<file path="src/rtl/rxq_pkg.sv">
package rxq_pkg;
   typedef enum logic {
      PAIR_RTS_CTS = 1'b0,
      PAIR_DTR_DSR = 1'b1
   } pair_e;

   localparam int unsigned PIN_COUNT = 2;
endpackage

</file>
<file path="src/rtl/rxq_store.sv">
module rxq_store #(
   parameter int unsigned DEPTH = 64,
   parameter int unsigned WORD_W = 11,
   localparam int unsigned AW = $clog2(DEPTH),
   localparam int unsigned CW = AW + 1
) (
   input  logic              clk,
   input  logic              rst_n,
   input  logic              flush,
   input  logic              push,
   input  logic [WORD_W-1:0] push_word,
   input  logic              pop,
   output logic [WORD_W-1:0] pop_word,
   output logic [CW-1:0]     level,
   output logic              dropped
);
   logic [WORD_W-1:0] slots [DEPTH];
   logic [AW-1:0]     head_q, tail_q;
   logic [CW-1:0]     level_q;
   logic [WORD_W-1:0] out_q;
   logic              drop_q;
   logic              is_full, is_empty, pop_ok, push_ok;

   assign is_full  = (level_q == CW'(DEPTH));
   assign is_empty = (level_q == '0);
   assign pop_ok   = pop & ~flush & ~is_empty;
   assign push_ok  = push & ~flush & (~is_full | pop_ok);

   always_ff @(posedge clk) begin
      if (push_ok) slots[tail_q] <= push_word;
   end

   always_ff @(posedge clk or negedge rst_n) begin
      if (!rst_n) begin
         head_q  <= '0;
         tail_q  <= '0;
         level_q <= '0;
         out_q   <= '0;
         drop_q  <= 1'b0;
      end else if (flush) begin
         head_q  <= '0;
         tail_q  <= '0;
         level_q <= '0;
         drop_q  <= 1'b0;
      end else begin
         if (push_ok) tail_q <= tail_q + 1'b1;
         if (pop_ok) begin
            head_q <= head_q + 1'b1;
            out_q  <= slots[head_q];
         end
         case ({push_ok, pop_ok})
            2'b10:   level_q <= level_q + 1'b1;
            2'b01:   level_q <= level_q - 1'b1;
            default: level_q <= level_q;
         endcase
         if (push & ~push_ok) drop_q <= 1'b1;
      end
   end

   assign pop_word = out_q;
   assign level    = level_q;
   assign dropped  = drop_q;
endmodule

</file>
<file path="src/rtl/rxq_hyst.sv">
module rxq_hyst #(
   parameter int unsigned CW = 7,
   parameter int unsigned HW = 6
) (
   input  logic          clk,
   input  logic          rst_n,
   input  logic [CW-1:0] level,
   input  logic [CW-1:0] trig,
   input  logic [HW-1:0] hyst,
   output logic          paused
);
   localparam int unsigned XW = (CW > HW ? CW : HW) + 1;

   logic [XW-1:0] lvl_x, hi_x, lo_x, trig_x, hyst_x;
   logic          paused_q, paused_now;

   assign lvl_x  = XW'(level);
   assign trig_x = XW'(trig);
   assign hyst_x = XW'(hyst);
   assign hi_x   = trig_x + hyst_x;
   assign lo_x   = (trig_x > hyst_x) ? (trig_x - hyst_x) : '0;

   always_comb begin
      if (lvl_x >= hi_x)      paused_now = 1'b1;
      else if (lvl_x <= lo_x) paused_now = 1'b0;
      else                    paused_now = paused_q;
   end

   always_ff @(posedge clk or negedge rst_n) begin
      if (!rst_n) paused_q <= 1'b0;
      else        paused_q <= paused_now;
   end

   assign paused = paused_now;
endmodule

</file>
<file path="src/rtl/rxq_txgate.sv">
module rxq_txgate (
   input  logic clk,
   input  logic rst_n,
   input  logic gate_en,
   input  logic mon_n,
   input  logic char_boundary,
   output logic tx_enable
);
   logic allow, en_q;

   assign allow = ~(gate_en & mon_n);

   always_ff @(posedge clk or negedge rst_n) begin
      if (!rst_n)             en_q <= 1'b1;
      else if (allow)         en_q <= 1'b1;
      else if (char_boundary) en_q <= 1'b0;
   end

   assign tx_enable = en_q;
endmodule

</file>
<file path="src/rtl/rx_fifo_hsflow.sv">
module rx_fifo_hsflow #(
   parameter int unsigned DEPTH = 64,
   parameter int unsigned DATA_W = 8,
   parameter int unsigned ERR_W = 3,
   parameter int unsigned HYST_W = 6,
   localparam int unsigned CW = $clog2(DEPTH) + 1,
   localparam int unsigned WORD_W = DATA_W + ERR_W
) (
   input  logic              clk,
   input  logic              rst_n,
   input  logic              fifo_en,
   input  logic              wr_en,
   input  logic [DATA_W-1:0] wr_data,
   input  logic [ERR_W-1:0]  wr_err,
   input  logic              rd_en,
   output logic [DATA_W-1:0] rd_data,
   output logic [ERR_W-1:0]  rd_err,
   output logic [CW-1:0]     fill_cnt,
   output logic              overrun,
   output logic              rx_irq,
   input  logic [CW-1:0]     trig_lvl,
   input  logic [HYST_W-1:0] hyst,
   input  logic              auto_out_en,
   input  logic              auto_in_en,
   input  logic              pair_sel,
   input  logic              rts_req,
   input  logic              dtr_req,
   input  logic              cts_n,
   input  logic              dsr_n,
   output logic              rts_n,
   output logic              dtr_n,
   input  logic              char_boundary,
   output logic              tx_enable
);
   import rxq_pkg::*;

   if ((DEPTH & (DEPTH - 1)) != 0 || DEPTH < 2) begin : g_bad_depth
      $error("DEPTH must be a power of two of at least 2");
   end
   if (HYST_W >= CW + 1) begin : g_bad_hyst
      $error("HYST_W too wide for the count");
   end
   if (DATA_W == 0 || ERR_W == 0) begin : g_bad_word
      $error("DATA_W and ERR_W must be non-zero");
   end

   logic [WORD_W-1:0] pop_word;
   logic [CW-1:0]     level;
   logic              paused;
   logic              mon_n;
   logic [PIN_COUNT-1:0] req_vec, pin_vec;

   rxq_store #(.DEPTH(DEPTH), .WORD_W(WORD_W)) i_store (
      .clk(clk), .rst_n(rst_n), .flush(~fifo_en),
      .push(wr_en), .push_word({wr_err, wr_data}),
      .pop(rd_en), .pop_word(pop_word),
      .level(level), .dropped(overrun)
   );

   rxq_hyst #(.CW(CW), .HW(HYST_W)) i_hyst (
      .clk(clk), .rst_n(rst_n), .level(level),
      .trig(trig_lvl), .hyst(hyst), .paused(paused)
   );

   assign mon_n = (pair_e'(pair_sel) == PAIR_DTR_DSR) ? dsr_n : cts_n;

   rxq_txgate i_txgate (
      .clk(clk), .rst_n(rst_n), .gate_en(auto_in_en), .mon_n(mon_n),
      .char_boundary(char_boundary), .tx_enable(tx_enable)
   );

   assign req_vec = {dtr_req, rts_req};

   for (genvar g = 0; g < PIN_COUNT; g++) begin : g_pin
      logic auto_here;
      assign auto_here  = auto_out_en & (pair_sel == g[0]);
      assign pin_vec[g] = ~(req_vec[g] & ~(auto_here & paused));
   end

   assign rts_n    = pin_vec[0];
   assign dtr_n    = pin_vec[1];
   assign rd_data  = pop_word[DATA_W-1:0];
   assign rd_err   = pop_word[WORD_W-1:DATA_W];
   assign fill_cnt = level;
   assign rx_irq   = fifo_en & (level >= trig_lvl);
endmodule

</file>
<file path="config.mk">
export PLATFORM = sky130hd
export DESIGN_NAME = rx_fifo_hsflow
export DESIGN_NICKNAME = d
export VERILOG_FILES = /design/src/rtl/rxq_pkg.sv /design/src/rtl/rxq_store.sv /design/src/rtl/rxq_hyst.sv /design/src/rtl/rxq_txgate.sv /design/src/rtl/rx_fifo_hsflow.sv
export SDC_FILE = /design/constraint.sdc
export NUM_CORES = 1
export LEC_CHECK = 0
export BUFFER_PORTS_ARGS = -buffer_cell sky130_fd_sc_hd__buf_2
export CORE_AREA = 2 2 213 424
export CTS_CLUSTER_DIAMETER = 100
export DETAILED_ROUTE_END_ITERATION = 8
export DIE_AREA = 0 0 215 426
export PLACE_DENSITY = 0.48
export SLEW_MARGIN = 20
export SYNTH_ARGS = -nofsm -noshare
export SYNTH_HDL_FRONTEND = slang
export SYNTH_SLANG_ARGS = --single-unit
export TNS_END_PERCENT = 30
</file>
<file path="constraint.sdc">
create_clock -name clk -period 4.4 [get_ports clk]
set_input_delay 0.66 -clock clk [delete_from_list [all_inputs] [get_ports clk]]
set_output_delay 0.66 -clock clk [all_outputs]
set_load 0.02 [all_outputs]
</file>
==> impl_metrics.tcl, run 1 <==
set metrics [dict create \
    syn-num-nets 1607 \
    layout.nets 1766 \
    cts.htree.levels 2 \
    synth-edff-count 704 \
    peakVddDrop_mv 0.297 \
    p_sw_mw 4.73 \
    required_ns 3.74 \
    drv_slew 0 \
    worst_slack_ns 0.211 \
    core.rowCount 154 \
    r2r-end "i_store.pop_word[1]" \
    finalWirelength_mm 78.6 \
    pwr-share-seq 0.465 \
    cts_inserted_buffers 61 \
    reg2reg_from "i_store.head_q[0]" \
    power_switching_share 0.274 \
    wl_per_cell_um 27.1 \
    ys_ff_latch 737 \
    setup_violations 0 \
    gp_congestion 0.838 \
    crit_arrival_ns 3.53 \
    clk_transition_reported_paths_ns 0.07 \
    final_hold_viol_count 0 \
    comb_power_share 0.219 \
    drt_first_pass_iters 7 \
    rsz0062_at_grt "no" \
    cts_hold_buf 0 \
    die_area_sq_um 91600 \
    hpwl_mm 52.3 \
    crit_path_top_delay_cell "fa_1" \
    portBuffers 59 \
    timing.max_cap.violations 0 \
    ios 60 \
    diodes 0 \
    synth.avg_cell_area_sq_um 19.5 \
    drive_gt1_frac 0.268 \
    clk_latency_ns 0.63 \
    max_slew.worst_pin.slew_ns 0.891 \
    ff2ff_path_depth 7 \
    crit_path_end_kind "output port" \
    cp_top_family "compound AO/OA/AOI/OAI gates" \
    r2r_setup_slack_ns 0.99 \
    endpoint "dtr_n" \
    crit_type "primary input to output port" \
    post_cts_buffers 0 \
    drt_iter0_drc 1055 \
    grt_remaining_overflow 0 \
    cp.buffers_inverters 3 \
    max_freq_mhz 239 \
    setup_tns_ns 0 \
    cts_tree "done" \
    synth-seq-area-share 0.736 \
    die_h_um 426 \
    grt_max_degree 65 \
    critPathMaxFanout 3 \
    die_x_um 215 \
    skew_ns 0.0169 \
    hold_class "primary input to asynchronous set/reset pin" \
    yosysWarnings 0 \
    areaGrowthSynthToFinish_pct 14.4 \
    cts_root_buf "clkbuf_16" \
    grtUsageTotal 0.173 \
    max_stage_delay_ns 0.39 \
    status "completed" \
    core-area_sq_um 88200 \
    final_area_sq_um 34100 \
    netlist-cell-type-count 58 \
    p_per_area_nw_per_um2 505 \
    pwr-share-clk 0.317 \
    cts_max_path_buffers 3 \
    syn_inst 1527 \
    dpl_cell_area_sq_um 32200 \
    finalCriticalPeriod_ns 4.19 \
    viasPerCell 5.17 \
    start_kind "primary input" \
    detail-route-antenna-nets 0 \
    startpoint "trig_lvl[0]" \
    min_period_over_period 0.952 \
    vias 15008 \
    grt_pass1_vias 16111 \
    start_util 0.338 \
    async_flop_share 0.0448 \
    place_ws_ns -0.0482 \
    syn_area_sq_um 29800 \
    worstPathCellList "buf_2 -> inv_1 -> ha_1 -> fa_1 -> nand2b_1 -> a21oi_2 -> o31a_1 -> or2_4 -> nand2b_1 -> ha_1 -> nor2b_1 -> o21a_1 -> o211ai_1 -> a31oi_1 -> a22oi_2 -> o21ai_0 -> buf_2" \
    synth-main-ff-cell "edfxtp_1" \
    drc 0 \
    cts.sinks 737 \
    slew_headroom 0.398 \
    grt_first_pass_wirelength_mm 115 \
    p_int_mw 12.5 \
    antenna_found_initial 1 \
    crit_cells 17 \
    p_leak_nw 10.9 \
]
cell usage after synthesis (all sizes together), types with 5 or more instances:
library cell,n,area share
o31ai,10,0.0025
nand2,42,0.0053
o221ai,9,0.0026
o21bai,6,0.0015
a2111oi,5,0.0015
a211oi,19,0.0048
xnor2,7,0.0021
o21a,5,0.0013
nor2,100,0.013
nor2b,10,0.0021
o21ai,19,0.0032
clkbuf,40,0.0050
inv,25,0.0031
mux2,27,0.010
mux2i,55,0.018
xor2,10,0.0029
dfrtp,32,0.027
nand3,14,0.0023
a21oi,31,0.0052
o211ai,5,0.0013
a22o,5,0.0015
o22ai,19,0.0040
mux4,162,0.12
ha,40,0.017
buf,41,0.0083
a22oi,15,0.0038
nand2b,16,0.0034
a221o,8,0.0027
edfxtp,704,0.71
what timing repair did:
item | 4_1_cts | 5_1_grt
pin swaps | 0 | 1
resized for setup | 1 | 3
setup endpoints to repair | 2 | 2
power groups by stage:
stage	clock (mW)	combinational, mW	sequential [mW]
after floorplan	0	2.55	8.09
after global placement	0	3.86	8.18
after detailed placement	0	3.88	8.18
after CTS	5.59	3.89	8.03
after global routing	5.84	4.04	8.03
final	5.46	3.77	8.02
final cells by class:
cell class | count | area [sq um]
clock buffer | 83 | 1690
clock inverter | 28 | 260
fill | 8117 | 54100
inverter | 25 | 93.8
multi-input combinational | 684 | 7390
sequential | 737 | 22000
tap | 1170 | 1460
timing repair buffer | 177 | 1240
cell usage in the layout, fill, tap and decap left out, types with 27 or more instances in the layout:
cell	count
nand2_1	42
dfrtp_1	28
ha_1	40
mux2i_1	55
a21oi_1	30
edfxtp_1	704
nor2_1	98
mux4_2	162
mux2_2	27
buf_4	113
clkbuf_16	63
buf_2	59
cells by family (layout without fill, tap and decap cells):
logic type | Yosys count | after routing | share of synthesized area
flip-flops | 737 | 737 | 0.736
buffers and inverters | 106 | 313 | 0.0165
AND/OR/NAND/NOR | 203 | 203 | 0.0304
adder cells (fa/ha/maj) | 43 | 43 | 0.0188
XOR/XNOR | 17 | 17 | 0.00499
multiplexers | 244 | 244 | 0.151
AO/OA/AOI/OAI | 177 | 177 | 0.0419
registers in the layout, indices dropped and copies added (netlist names):
register            count
i_store.dropped         1
i_store.pop_word       11
i_store.level           7
i_store.slots         704
i_hyst.paused_q         1
i_txgate.tx_enable      1
i_store.tail_q          6
i_store.head_q          6
worst reg2reg max path, stage by stage, from the launching register on:
cell and delay, ns:
dfrtp_4 0.84, buf_4 0.46, mux4_2 0.58, a22o_1 0.28, a2111oi_0 0.71, buf_4 0.23
a211o_1 0.09, o211ai_1 0.08
stage by stage:
step | hold slack (ns) | util | total power, mW | std cells
global route | 0.175 | 0.387 | 17.9 | 2904
detailed placement | 0.479 | 0.364 | 12.1 | 2793
finish | 0.134 | 0.387 | 17.2 | 2904
CTS | 0.128 | 0.386 | 17.5 | 2904
floorplan | 0.364 | - | 10.6 | 1527
global placement | 0.478 | 0.364 | 12.0 | 2793
how the worst min path moves through the flow:
stage	slack [ns]	depth (start not counted)	from	end
after floorplan	0.36	0	rst_n	i_hyst.paused_q
after global placement	0.48	2	i_store.pop_word[9]	i_store.pop_word[9]
after detailed placement	0.48	2	i_store.pop_word[9]	i_store.pop_word[9]
after CTS	0.13	1	rst_n	i_hyst.paused_q
after global routing	0.17	1	rst_n	i_store.dropped
final	0.13	1	rst_n	i_store.dropped
metal layers:
| metal | track usage | vias to the layer above | routed length [um] |
|---|---|---|---|
| met1 | 0.185 | 8002 | 28400 |
| met2 | 0.339 | 345 | 44200 |
| met4 | 0.0761 | 2 | 3500 |
| met3 | 0.0178 | 120 | 2490 |
| met5 | 0 | - | 13 |
| li1 | - | 6539 | - |
Note: power is estimated with default switching activity, not from simulation.
==> inputs of run 2 (changes only) <==
--- a/config.mk
+++ b/config.mk
@@ -6,10 +6,10 @@
 export NUM_CORES = 1
 export LEC_CHECK = 0
 export BUFFER_PORTS_ARGS = -buffer_cell sky130_fd_sc_hd__buf_2
-export CORE_AREA = 2 2 213 424
+export CORE_AREA = 4 4 215 426
 export CTS_CLUSTER_DIAMETER = 100
 export DETAILED_ROUTE_END_ITERATION = 8
-export DIE_AREA = 0 0 215 426
+export DIE_AREA = 0 0 219 430
 export PLACE_DENSITY = 0.48
 export SLEW_MARGIN = 20
 export SYNTH_ARGS = -nofsm -noshare
==> run 2 against run 1 <==
Hold slack got worse by 0.038 ns. Total power decreased by 0.45%. Routed wire length increased by 1.1%. Register-to-register slack got worse by 0.24 ns. First-iteration DRC count decreased by 6.1%. Largest power group unchanged. Final area about the same. Flip-flop and latch count unchanged. Via count decreased by 0.60%. Utilization about the same. Clock-buffer cell count decreased by 9. Fmax increased by 0.69%. Critical path depth unchanged.
==> impl_metrics.tcl, run 2 (synthesis results as in run 1) <==
set metrics [dict create \
    status "completed" \
    gp_congestion 0.872 \
    grt_first_pass_wirelength_mm 115 \
    mostFrequentLayoutCells "704 x edfxtp_1, 162 x mux4_2, 108 x buf_4" \
    grt_pass1_vias 16071 \
    fin_total_pwr_mw 17.2 \
    placedCellCount 2790 \
    clk_latency_ns 0.66 \
    required_ns 3.74 \
    core.rowCount 154 \
    antenna_found_initial 3 \
    drv_slew 0 \
    viasPerCell 5.13 \
    critPathMaxFanout 3 \
    r2r-end "i_store.pop_word[5]" \
    skew_ns 0.0460 \
    nFillCells 8205 \
    grtUsageTotal 0.168 \
    grt_remaining_overflow 0 \
    final_area_sq_um 34100 \
    max_freq_mhz 240 \
    core-area_sq_um 88200 \
    worst_slack_ns 0.240 \
    place_ws_ns -0.0708 \
    cts_root_buf "clkbuf_16" \
    finalCriticalPeriod_ns 4.16 \
    drt_iter0_drc 991 \
    rsz0062_at_grt "no" \
    final_common_cell "edfxtp_1" \
    crit_type "primary input to output port" \
    cts.htree.levels 2 \
    slew_headroom 0.289 \
    hold_slack_ns 0.0962 \
    crit_path_end_kind "output port" \
    p_leak_nw 10.8 \
    min_period_over_period 0.946 \
    clk_transition_reported_paths_ns 0.07 \
    detail-route-antenna-nets 0 \
    final_hold_viol_count 0 \
    areaGrowthSynthToFinish_pct 14.3 \
    portBuffers 59 \
    wl_per_cell_um 27.4 \
    die_area_sq_um 94200 \
    final-seq-area_sq_um 22000 \
    ff2ff_path_depth 7 \
    cts_tree "done" \
    die_h_um 430 \
    timing.max_cap.violations 0 \
    drc 0 \
    die_x_um 219 \
    layoutNonFillerInstCount 2906 \
    cts_inserted_buffers 61 \
    peakVddDrop_mv 0.361 \
    setup_tns_ns 0 \
    vias 14918 \
    crit_arrival_ns 3.50 \
    layout.nets 1763 \
    utilization 0.386 \
    start_util 0.338 \
    hold_class "primary input to asynchronous set/reset pin" \
    r2r_setup_slack_ns 0.75 \
    cts_hold_buf 0 \
    grt_max_degree 58 \
    ios 60 \
    start_kind "primary input" \
    reg2reg_from "i_store.head_q[1]" \
    multi_input_area_sq_um 7400 \
    largest-register "i_store.slots" \
    setup_violations 0 \
    post_cts_buffers 0 \
    cts_max_path_buffers 3 \
    dpl_cell_area_sq_um 32200 \
    finalWirelength_mm 79.5 \
    hpwl_mm 53.8 \
    drive_gt1_frac 0.268 \
    p_per_area_nw_per_um2 503 \
    max_slew.worst_pin.slew_ns 1.06 \
    largest_reg_flops 704 \
    cts.sinks 737 \
    drt_first_pass_iters 5 \
]
[run 2: how the worst max path moves through the flow]
stage,start,to,cells after the start
6_report,trig_lvl[0],dtr_n,17
5_1_grt,trig_lvl[0],rts_n,17
4_1_cts,trig_lvl[0],rts_n,17
3_5_place_dp,trig_lvl[0],rts_n,17
3_3_place_gp,trig_lvl[0],rts_n,17
2_1_floorplan,trig_lvl[0],dtr_n,15
[run 2: area by class of cell]
type / count / share of cell area
antenna: 1 / 0.0000734
clock buffer: 74 / 0.0474
clock inverter: 41 / 0.00881
inverter: 25 / 0.00275
multi-input combinational: 684 / 0.217
sequential: 737 / 0.645
tap: 1170 / 0.0429
timing repair buffer: 174 / 0.0365
[run 2: critical path, stage by stage]
cell	delay, ns
buf_2	0.11
inv_1	0.04
ha_1	0.22
fa_1	0.41
nand2b_4	0.17
a21oi_2	0.17
o31a_1	0.16
or2_4	0.14
nand2b_1	0.06
ha_1	0.28
nor2b_1	0.13
o21a_1	0.16
o211ai_1	0.16
a31oi_1	0.12
a22oi_2	0.21
o21ai_0	0.13
buf_2	0.17
[run 2: power by group]
part	internal, mW	switching [mW]	leakage, nW	total [mW]
Combinational	1.77	2.00	3.15	3.77
Clock	2.85	2.51	0.937	5.36
Sequential	7.78	0.256	6.76	8.04
[run 2: metal layers]
metal | vias up | global-route usage | share of wire
li1 | 6537 | - | -
met1 | 7942 | 0.186 | 0.36
met2 | 315 | 0.326 | 0.57
met3 | 122 | 0.0174 | 0.029
met4 | 2 | 0.0630 | 0.039
met5 | - | 0 | 0.00016
[run 2: repair_timing]
item	4_1_cts	5_1_grt
endpoints found under the hold margin	0	0
endpoints found under the setup margin	2	2
resized for setup	1	4
pin swaps	0	2
